===== config.mk =====
export PLATFORM = sky130hd
export DESIGN_NAME = s2m_dma_engine
export DESIGN_NICKNAME = d
export VERILOG_FILES = /design/src/rtl/s2m_dma_pkg.sv /design/src/rtl/s2m_lane_fmt.sv /design/src/rtl/s2m_intr_bank.sv /design/src/rtl/s2m_dma_engine.sv
export SDC_FILE = /design/constraint.sdc
export NUM_CORES = 1
export LEC_CHECK = 0
export ABC_AREA = 1
export ABC_CLOCK_PERIOD_IN_PS = 13200
export CELL_PAD_IN_SITES_DETAIL_PLACEMENT = 2
export CELL_PAD_IN_SITES_GLOBAL_PLACEMENT = 2
export CORE_MARGIN = 1
export CORE_UTILIZATION = 34
export CTS_BUF_LIST = sky130_fd_sc_hd__clkbuf_4 sky130_fd_sc_hd__clkbuf_8
export DETAILED_ROUTE_END_ITERATION = 10
export PLACE_DENSITY = 0.95
export RECOVER_POWER = 100
export SLEW_MARGIN = 20
export SYNTH_ARGS = -nofsm -noshare
export SYNTH_HDL_FRONTEND = slang
export SYNTH_SLANG_ARGS = --single-unit

===== constraint.sdc =====
create_clock -name clk_i -period 13.2 [get_ports clk_i]
set_input_delay 2.64 -clock clk_i [delete_from_list [all_inputs] [get_ports clk_i]]
set_output_delay 2.64 -clock clk_i [all_outputs]
set_load 0.03 [all_outputs]

===== src/rtl/s2m_dma_pkg.sv =====
package s2m_dma_pkg;
  localparam int WORD_W = 32;
  localparam int WORD_B = WORD_W / 8;
  localparam int RAW_W  = 4;

  // descriptor flag bits
  localparam int F_EOL    = 0;
  localparam int F_INTR   = 4;
  localparam int F_IN_EOP = 12;
  // context flag word
  localparam int C_DIS       = 15;
  localparam int CTX_FLG_OFS = 4;

  // raw interrupt bits
  localparam int I_DONE0 = 0;
  localparam int I_DONE1 = 1;
  localparam int I_EOP   = 3;

  typedef enum logic [2:0] {
    ST_IDLE,
    ST_FETCH,
    ST_DATA,
    ST_WB,
    ST_CTX_RD,
    ST_CTX_WR,
    ST_END
  } st_e;
endpackage


===== src/rtl/s2m_lane_fmt.sv =====
module s2m_lane_fmt #(
  parameter int LANES = 4,
  localparam int OFF_W = $clog2(LANES)
) (
  input  logic [7:0]         byte_i,
  input  logic [OFF_W-1:0]   off_i,
  output logic [LANES*8-1:0] wdata_o,
  output logic [LANES-1:0]   be_o
);
  for (genvar g = 0; g < LANES; g++) begin : g_lane
    assign wdata_o[g*8 +: 8] = byte_i;
    assign be_o[g]           = (off_i == OFF_W'(g));
  end
endmodule


===== src/rtl/s2m_intr_bank.sv =====
module s2m_intr_bank #(
  parameter int W = 4
) (
  input  logic         clk_i,
  input  logic         rst_ni,
  input  logic [W-1:0] set_i,
  input  logic [W-1:0] ack_i,
  input  logic [W-1:0] mask_i,
  output logic [W-1:0] raw_o,
  output logic         irq_o
);
  logic [W-1:0] raw_q;

  // a set in the same cycle as an ack wins
  always_ff @(posedge clk_i or negedge rst_ni) begin
    if (!rst_ni) raw_q <= '0;
    else if ((set_i | ack_i) != '0) raw_q <= (raw_q & ~ack_i) | set_i;
  end

  assign raw_o = raw_q;
  assign irq_o = |(raw_q & mask_i);

  a_r7_ack_clears: assert property (@(posedge clk_i) disable iff (!rst_ni)
    (ack_i != '0 && set_i == '0) |=> ((raw_q & $past(ack_i)) == '0));

  a_r7_no_spurious: assert property (@(posedge clk_i) disable iff (!rst_ni)
    (set_i == '0) |=> ((raw_q & ~$past(raw_q)) == '0));
endmodule


===== src/rtl/s2m_dma_engine.sv =====
module s2m_dma_engine
  import s2m_dma_pkg::*;
#(
  parameter int ADDR_W = 32
) (
  input  logic                clk_i,
  input  logic                rst_ni,
  input  logic                start_i,
  input  logic [ADDR_W-1:0]   desc_ptr_i,
  input  logic [ADDR_W-1:0]   ctx_ptr_i,
  input  logic                in_valid_i,
  input  logic [7:0]          in_data_i,
  input  logic                in_last_i,
  output logic                in_ready_o,
  output logic                mem_req_o,
  output logic                mem_we_o,
  output logic [ADDR_W-1:0]   mem_addr_o,
  output logic [WORD_B-1:0]   mem_be_o,
  output logic [WORD_W-1:0]   mem_wdata_o,
  input  logic                mem_ready_i,
  input  logic [WORD_W-1:0]   mem_rdata_i,
  input  logic [RAW_W-1:0]    intr_mask_i,
  input  logic [RAW_W-1:0]    intr_ack_i,
  output logic [RAW_W-1:0]    raw_intr_o,
  output logic                irq_o,
  output logic                eol_o
);
  localparam int OFF_W = $clog2(WORD_B);

  st_e               st_q;
  logic [ADDR_W-1:0] desc_q, ctx_q, next_q, end_q, ptr_q;
  logic [WORD_W-1:0] flags_q, ctxw_q;
  logic [1:0]        widx_q;
  logic              rd_pend_q;

  logic [WORD_W-1:0] lane_wdata;
  logic [WORD_B-1:0] lane_be;
  logic [RAW_W-1:0]  raw_set;

  logic              room, take, close_empty, close_take, close_now, close_eop, acc;
  logic [ADDR_W-1:0] ptr_inc;

  s2m_lane_fmt #(.LANES(WORD_B)) i_lane (
    .byte_i  (in_data_i),
    .off_i   (ptr_q[OFF_W-1:0]),
    .wdata_o (lane_wdata),
    .be_o    (lane_be)
  );

  assign room        = (ptr_q != end_q);
  assign ptr_inc     = ptr_q + ADDR_W'(1);
  assign take        = (st_q == ST_DATA) && room && in_valid_i && mem_ready_i;
  assign close_empty = (st_q == ST_DATA) && !room;
  assign close_take  = take && (in_last_i || ptr_inc == end_q);
  assign close_now   = close_empty || close_take;
  assign close_eop   = close_take && in_last_i;

  always_comb begin
    raw_set = '0;
    if (close_now && flags_q[F_INTR]) begin
      raw_set[I_DONE0] = 1'b1;
      raw_set[I_DONE1] = 1'b1;
    end
    if (close_eop) raw_set[I_EOP] = 1'b1;
  end

  s2m_intr_bank #(.W(RAW_W)) i_intr (
    .clk_i  (clk_i),
    .rst_ni (rst_ni),
    .set_i  (raw_set),
    .ack_i  (intr_ack_i),
    .mask_i (intr_mask_i),
    .raw_o  (raw_intr_o),
    .irq_o  (irq_o)
  );

  always_comb begin
    mem_req_o   = 1'b0;
    mem_we_o    = 1'b0;
    mem_addr_o  = '0;
    mem_be_o    = '0;
    mem_wdata_o = '0;
    case (st_q)
      ST_FETCH: begin
        mem_req_o  = !rd_pend_q;
        mem_addr_o = desc_q + ADDR_W'({widx_q, 2'b00});
      end
      ST_DATA: begin
        mem_req_o   = in_valid_i && room;
        mem_we_o    = 1'b1;
        mem_addr_o  = {ptr_q[ADDR_W-1:OFF_W], OFF_W'(0)};
        mem_be_o    = lane_be;
        mem_wdata_o = lane_wdata;
      end
      ST_WB: begin
        mem_req_o   = 1'b1;
        mem_we_o    = 1'b1;
        mem_be_o    = '1;
        mem_addr_o  = desc_q + ADDR_W'(widx_q[0] ? 12 : 8);
        mem_wdata_o = widx_q[0] ? WORD_W'(end_q) : flags_q;
      end
      ST_CTX_RD: begin
        mem_req_o  = !rd_pend_q;
        mem_addr_o = ctx_q + ADDR_W'(CTX_FLG_OFS);
      end
      ST_CTX_WR: begin
        mem_req_o   = 1'b1;
        mem_we_o    = 1'b1;
        mem_be_o    = '1;
        mem_addr_o  = ctx_q + ADDR_W'(CTX_FLG_OFS);
        mem_wdata_o = ctxw_q;
      end
      default: ;
    endcase
  end

  assign acc        = mem_req_o && mem_ready_i;
  assign in_ready_o = (st_q == ST_DATA) && room && mem_ready_i;
  assign eol_o      = (st_q == ST_END);

  always_ff @(posedge clk_i or negedge rst_ni) begin
    if (!rst_ni) begin
      st_q      <= ST_IDLE;
      desc_q    <= '0;
      ctx_q     <= '0;
      next_q    <= '0;
      end_q     <= '0;
      ptr_q     <= '0;
      flags_q   <= '0;
      ctxw_q    <= '0;
      widx_q    <= '0;
      rd_pend_q <= 1'b0;
    end else begin
      case (st_q)
        ST_IDLE, ST_END: begin
          if (start_i) begin
            desc_q    <= desc_ptr_i;
            ctx_q     <= ctx_ptr_i;
            widx_q    <= '0;
            rd_pend_q <= 1'b0;
            st_q      <= ST_FETCH;
          end
        end
        ST_FETCH: begin
          if (rd_pend_q) begin
            rd_pend_q <= 1'b0;
            case (widx_q)
              2'd0:    next_q  <= mem_rdata_i[ADDR_W-1:0];
              2'd1:    ptr_q   <= mem_rdata_i[ADDR_W-1:0];
              2'd2:    flags_q <= mem_rdata_i;
              default: end_q   <= mem_rdata_i[ADDR_W-1:0];
            endcase
            widx_q <= widx_q + 2'd1;
            if (widx_q == 2'd3) st_q <= ST_DATA;
          end else if (acc) begin
            rd_pend_q <= 1'b1;
          end
        end
        ST_DATA: begin
          if (take) ptr_q <= ptr_inc;
          if (close_now) begin
            end_q  <= close_take ? ptr_inc : ptr_q;
            widx_q <= '0;
            st_q   <= ST_WB;
          end
          if (close_eop) flags_q[F_IN_EOP] <= 1'b1;
        end
        ST_WB: begin
          if (acc) begin
            if (widx_q == 2'd1) begin
              widx_q <= '0;
              if (flags_q[F_EOL]) begin
                rd_pend_q <= 1'b0;
                st_q      <= ST_CTX_RD;
              end else begin
                desc_q <= next_q;
                st_q   <= ST_FETCH;
              end
            end else begin
              widx_q <= 2'd1;
            end
          end
        end
        ST_CTX_RD: begin
          if (rd_pend_q) begin
            rd_pend_q <= 1'b0;
            ctxw_q    <= mem_rdata_i | (WORD_W'(1) << C_DIS);
            st_q      <= ST_CTX_WR;
          end else if (acc) begin
            rd_pend_q <= 1'b1;
          end
        end
        ST_CTX_WR: if (acc) st_q <= ST_END;
        default: st_q <= ST_IDLE;
      endcase
    end
  end

  a_r3_byte_write: assert property (@(posedge clk_i) disable iff (!rst_ni)
    (in_valid_i && in_ready_o) |->
      (mem_req_o && mem_we_o && $onehot(mem_be_o) && mem_addr_o[OFF_W-1:0] == '0));

  a_r5_last_closes: assert property (@(posedge clk_i) disable iff (!rst_ni)
    (in_valid_i && in_ready_o && in_last_i) |=> !in_ready_o);

  a_r8_next_fetch: assert property (@(posedge clk_i) disable iff (!rst_ni)
    (st_q == ST_WB && widx_q == 2'd1 && mem_ready_i && !flags_q[F_EOL]) |=>
      (mem_req_o && !mem_we_o && mem_addr_o == $past(next_q)));

  a_r9_eol_after_ctx: assert property (@(posedge clk_i) disable iff (!rst_ni)
    $rose(eol_o) |-> $past(mem_req_o && mem_we_o && mem_ready_i && mem_be_o == '1));

  a_r9_refuse: assert property (@(posedge clk_i) disable iff (!rst_ni)
    eol_o |-> !in_ready_o);
endmodule


## After elaboration in Yosys (flattened, before gate mapping)

Index checks and enable logic that the tools add are counted.

| cells by class | value |
|---|---|
| add/subtract/negate cells | 5 |
| eq/ne operators | 29 |
| muxes and demuxes | 50 |
| bitwise logic cells | 5 |
| reduce and logical (&&, ||, !) cells | 40 |

Operator list:

| cell | count |
|---|---|
| $mux W32 | 12 |
| $pmux W32 S2 | 3 |
| $pmux W32 S4 | 1 |
| $pmux W32 S3 | 1 |
| $add A32 B4 Y32 | 2 |
| $add A32 B1 Y32 const B | 1 |
| $add A32 B3 Y32 const B | 1 |
| $eq A32 B32 Y1 | 1 |
| $ne A32 B32 Y1 | 1 |
| $mux W3 | 10 |
| $ne A2 B2 Y1 const B | 14 |
| $mux W13 | 2 |
| $pmux W3 S6 | 1 |
| $reduce_and A5 Y1 | 3 |
| $reduce_and A4 Y1 | 3 |
| $logic_and A1 B1 Y1 | 10 |
| $mux W1 | 10 |
| $mux W2 | 5 |
| $eq A3 B3 Y1 const B | 3 |
| $and A4 B4 Y4 | 2 |
| $eq A2 B2 Y1 const B | 4 |
| $or A4 B4 Y4 | 2 |
| $pmux W2 S4 | 1 |
| $pmux W4 S2 | 1 |
| 21 further kinds | 35 |

| word-level totals | value |
|---|---|
| flip-flop bits (word level) | 234 |
| input bits | 118 |
| logic and storage cells | 141 |

## Longest topological paths before layout

| logic depth | value |
|---|---|
| word-level depth | 10 |
| depth in mapped cells | 22 |

## Cells and area by module

From an unflattened synthesis, not the netlist that was laid out.

| second synthesis, totals | value |
|---|---|
| cell total of the unflattened synthesis | 2203 |
| area, all modules | 15050.7 um^2 |

Modules (own cells, without submodules):

| module | times used | cells each | area an instance (um^2) | seq. area each (um^2) |
|---|---|---|---|---|
| s2m_dma_engine | 1 | 2143 | 14605.3 | 5755.5 |
| s2m_lane_fmt | 1 | 39 | 266.5 | 0.0 |
| s2m_intr_bank | 1 | 21 | 178.9 | 100.1 |

## Worst setup path before layout

Ideal clock, no wire load.

| path | value |
|---|---|
| kind | reg-to-output |
| start | register st_q[0] |
| end | output mem_addr_o[16] |
| data arrival time | 4.156 ns |
| required time | 10.560 ns |
| setup slack | 6.404 ns |
| cell stages (with the launch flop) | 18 |
| path buffers | 2 |
| path through | dfrtp_1 inv_1 nor2_1 inv_1 nor2_1 clkbuf_1 buf_1 nor2_1 fa_1 inv_1 nand2_1 nor2_1 inv_1 nor2_1 nand3_1 nor2_1 a21oi_1 o311ai_0 |

| on the way | value |
|---|---|
| word-level cells in the longest chain between the ends | 3 |
| elaborated cells on any way between the ends | 7 |
| those cells by class | eq/ne (5); mux (1); reduce/logical (1) |

RTL lines:

| element | line | RTL |
|---|---|---|
| start: declaration | s2m_dma_engine.sv:30 | `st_e st_q;` |
| start signal: assignment | s2m_dma_engine.sv:123 | `st_q <= ST_IDLE;` |
| start signal: assignment | s2m_dma_engine.sv:141 | `st_q <= ST_FETCH;` |
| start signal: assignment | s2m_dma_engine.sv:154 | `if (widx_q == 2'd3) st_q <= ST_DATA;` |
| $eq A3 B3 Y1 | s2m_dma_engine.sv:83 | `case (st_q)` |
| $reduce_or A2 Y1 (no line) | - |  |
| $pmux W32 S4 * | s2m_dma_engine.sv:83 |  |
| end: declaration | s2m_dma_engine.sv:17 | `output logic [ADDR_W-1:0] mem_addr_o,` |

Every way passes the cells marked *; elsewhere a longest branch is shown, timed or not.

==> impl_metrics.json <==
{
  "status": "finished with violations",
  "violations": "capacitance limit, slew limit",
  "tightest_slew_ns": 5.78,
  "netlist_instances": 2318,
  "final_area_um2": 18700,
  "ant_nets": 0,
  "report.final.slew_viol_count": 489,
  "dr.pass1.iters": 5,
  "routabilityCongestion": 0.930,
  "cp_max_fo": 87,
  "clkLatencyLatePin_ns": 0.68,
  "finalNonFillerCells": 3114,
  "drv_cap": 8,
  "start_util_pct": 34.5,
  "drt_iter0_drc": 1630,
  "worstPathRequired_ns": 12.99,
  "whs_endpoint": "next_q[29]",
  "setup_viol": 0,
  "crit_top_cell": "clkbuf_1",
  "cts_hold_buf": 0,
  "whs_path_depth": 2,
  "finClkSkew_ns": 0.0409,
  "cp_slowest_cell": "clkbuf_1",
  "yosysWarnings": 0,
  "htreeDepth": 2,
  "critPathLaunchType": "input pin",
  "ys_seq_area_share_pct": 38.3,
  "nets": 2610,
  "ys_types": 49,
  "setup_tns_ns": 0,
  "place_inst": 3023,
  "std_cell_rows": 77,
  "finalWirelength_mm": 90.7,
  "drc": 0,
  "syn_avg_cell_area_um2": 6.59,
  "post_cts_resized": 0,
  "grt_pass1_wl_mm": 135,
  "track_usage_pct": 39.2,
  "r2r_start": "st_q[1]",
  "die_height_um": 214,
  "max_stage_delay_ns": 3.96,
  "synth_nets": 2449,
  "hp-start": "next_q[29]",
  "cts_buffers": 46,
  "io_buffers": 194,
  "vias": 18503,
  "antenna_found_initial": 14,
  "area_delta_synth_final_pct": 22.3,
  "cts-root-buf": "clkbuf_8",
  "grt.overflow.total": 0,
  "cts_buffer_depth": 3,
  "crit_family": "buffers and inverters",
  "synth_ff_type": "dfrtp_1",
  "crit-reg2reg-capture": "end_q[15]",
  "synth_edf_count": 0,
  "path_clk_slew_ns": 0.07,
  "worstPathArrival_ns": 9.85,
  "place_area_um2": 17700,
  "cp.buffers_inverters": 2,
  "path_class": "in2async",
  "setup_ws_ns": 3.14,
  "ios": 195,
  "post_cts_buffers": 0,
  "hold_viol": 0,
  "synth_seq_cells": 234,
  "async_flop_share_pct": 100,
  "reg2reg_depth": 12,
  "cts.sink_count": 234,
  "final_layout_size_suffix_gt1_share_pct": 4.94,
  "wire_per_inst_um": 29.1,
  "dieArea_um2": 45800,
  "grt_max_degree": 88,
  "rsz0062_at_grt": "no",
  "min_path_type": "reg2reg",
  "fp.dieW_um": 214,
  "core-area_um2": 44200,
  "fin_crit_sh_pct": 76.2,
  "cp-end-kind": "asynchronous set/reset pin",
  "fillers": 5261,
  "path_cells": "clkbuf_1 -> clkbuf_1",
  "reg2reg_slack_ns": 3.44,
  "ir_worst_vdd_uv": 172,
  "grt_pass1_vias": 20444,
  "place_ws_ns": 5.25,
  "dpl.hpwl_mm": 59.3,
  "max_freq_mhz": 99.4,
  "slew_headroom_pct": -286,
  "syn_area_um2": 15300,
  "power_leakage_nw": 8.99,
  "timing.final.crit_period_ns": 10.06,
  "powerDensity_nw_per_um2": 284,
  "cts_tree": "built",
  "avgViaCountPerCell": 5.94
}
how the worst max path moves through the flow:
stage / endpoint / start / slack [ns] / cells after the start
floorplan: mem_addr_o[16] / st_q[0] / 6.40 / 17
global placement: mem_addr_o[23] / st_q[2] / 5.67 / 16
detailed placement: mem_addr_o[31] / st_q[0] / 5.25 / 18
CTS: mem_addr_o[31] / st_q[0] / 4.23 / 18
global route: ctxw_q[14] / rst_ni / 1.95 / 2
finish: ctxw_q[14] / rst_ni / 3.14 / 2
cell families (layout without fill, tap and decap cells):
| kind of cell | after synthesis | after routing | share of synthesized area, % |
|---|---|---|---|
| muxes | 4 | 4 | 0.295 |
| adders and majority gates | 13 | 13 | 1.11 |
| and+or+nand+nor | 1335 | 1335 | 36.1 |
| AOI/OAI and AO/OA | 355 | 355 | 13.1 |
| other | 0 | 10 | 0 |
| DFF | 234 | 234 | 38.3 |
| buffers and inverters | 333 | 527 | 8.50 |
| xor gates and xnor gates | 44 | 44 | 2.57 |
through the flow:
stage / utilization (%) / hold WS [ns] / total power, mW
detailed placement: 40.1 / 0.474 / 4.18
CTS: 42.3 / 0.506 / 5.28
global placement: 40.1 / 0.449 / 3.98
global route: 42.2 / 0.526 / 5.50
finish: 42.2 / 0.501 / 5.30
floorplan: - / 0.435 / 3.02
cell usage after synthesis (14+ instances only):
| cell type | count | area (um2) |
|---|---|---|
| nor2_1 | 221 | 830 |
| buf_2 | 14 | 70.1 |
| a21oi_1 | 32 | 160 |
| nor3_1 | 23 | 115 |
| inv_1 | 227 | 852 |
| nand3b_1 | 19 | 143 |
| xor2_1 | 16 | 140 |
| dfrtp_1 | 234 | 5860 |
| clkbuf_1 | 68 | 255 |
| o21ai_0 | 224 | 1120 |
| a31oi_1 | 43 | 269 |
| nand2_1 | 843 | 3160 |
| nand3_1 | 170 | 851 |
| nand4_1 | 24 | 150 |
| o211ai_1 | 19 | 143 |
| xnor2_1 | 27 | 236 |
metal layers:
metal | wire length (um) | global-route usage [%] | up-vias
li1 | - | - | 7792
met2 | 42400 | 64.1 | 888
met3 | 6210 | 7.65 | 354
met5 | 65 | 0 | -
met1 | 35100 | 46.3 | 9459
met4 | 6980 | 27.0 | 10
cell usage in the layout (no fill, tap or decap), types with 7 or more instances in the layout:
master,instances
a21oi_1,32
nand3b_1,19
nand4_1,24
a31oi_1,43
clkbuf_4,17
inv_1,229
o211ai_1,19
nand3_1,170
xor2_1,16
o221ai_1,12
o21ai_0,224
xnor2_1,27
ha_1,12
clkdlybuf4s50_1,84
nand2_1,844
buf_4,8
nor4_1,7
nor2_2,11
clkbuf_8,55
dlygate4sd3_1,109
o311ai_0,12
nor3_1,23
diode_2,10
nor2_1,217
clkbuf_1,10
dfrtp_1,234
layout make-up:
class,count,area (um2),share of cell area [%]
diodes,10,25.0,0.134
clock inverters,9,104,0.556
clock buffers,72,885,4.74
well taps,592,741,3.97
inverters,234,878,4.70
flip-flops and latches,234,5860,31.4
repair buffers,212,2040,10.9
multi-input cells,1751,8150,43.6
sequential cells by signal, indices dropped and copies added (netlist names):
name and cells:
end_q 32, flags_q 32, ctxw_q 32, ptr_q 32, widx_q 2, next_q 32
desc_q 32, ctx_q 32, rd_pend_q 1, i_intr.raw_o 4, st_q 3
power breakdown:
part	switching, mW	leakage (nW)	internal, mW
Clock	0.405	0.528	0.465
Combinational	2.08	5.77	0.849
Sequential	0.447	2.69	1.05
Total	2.93	8.99	2.36
Note: power is estimated with default switching activity, not from simulation.
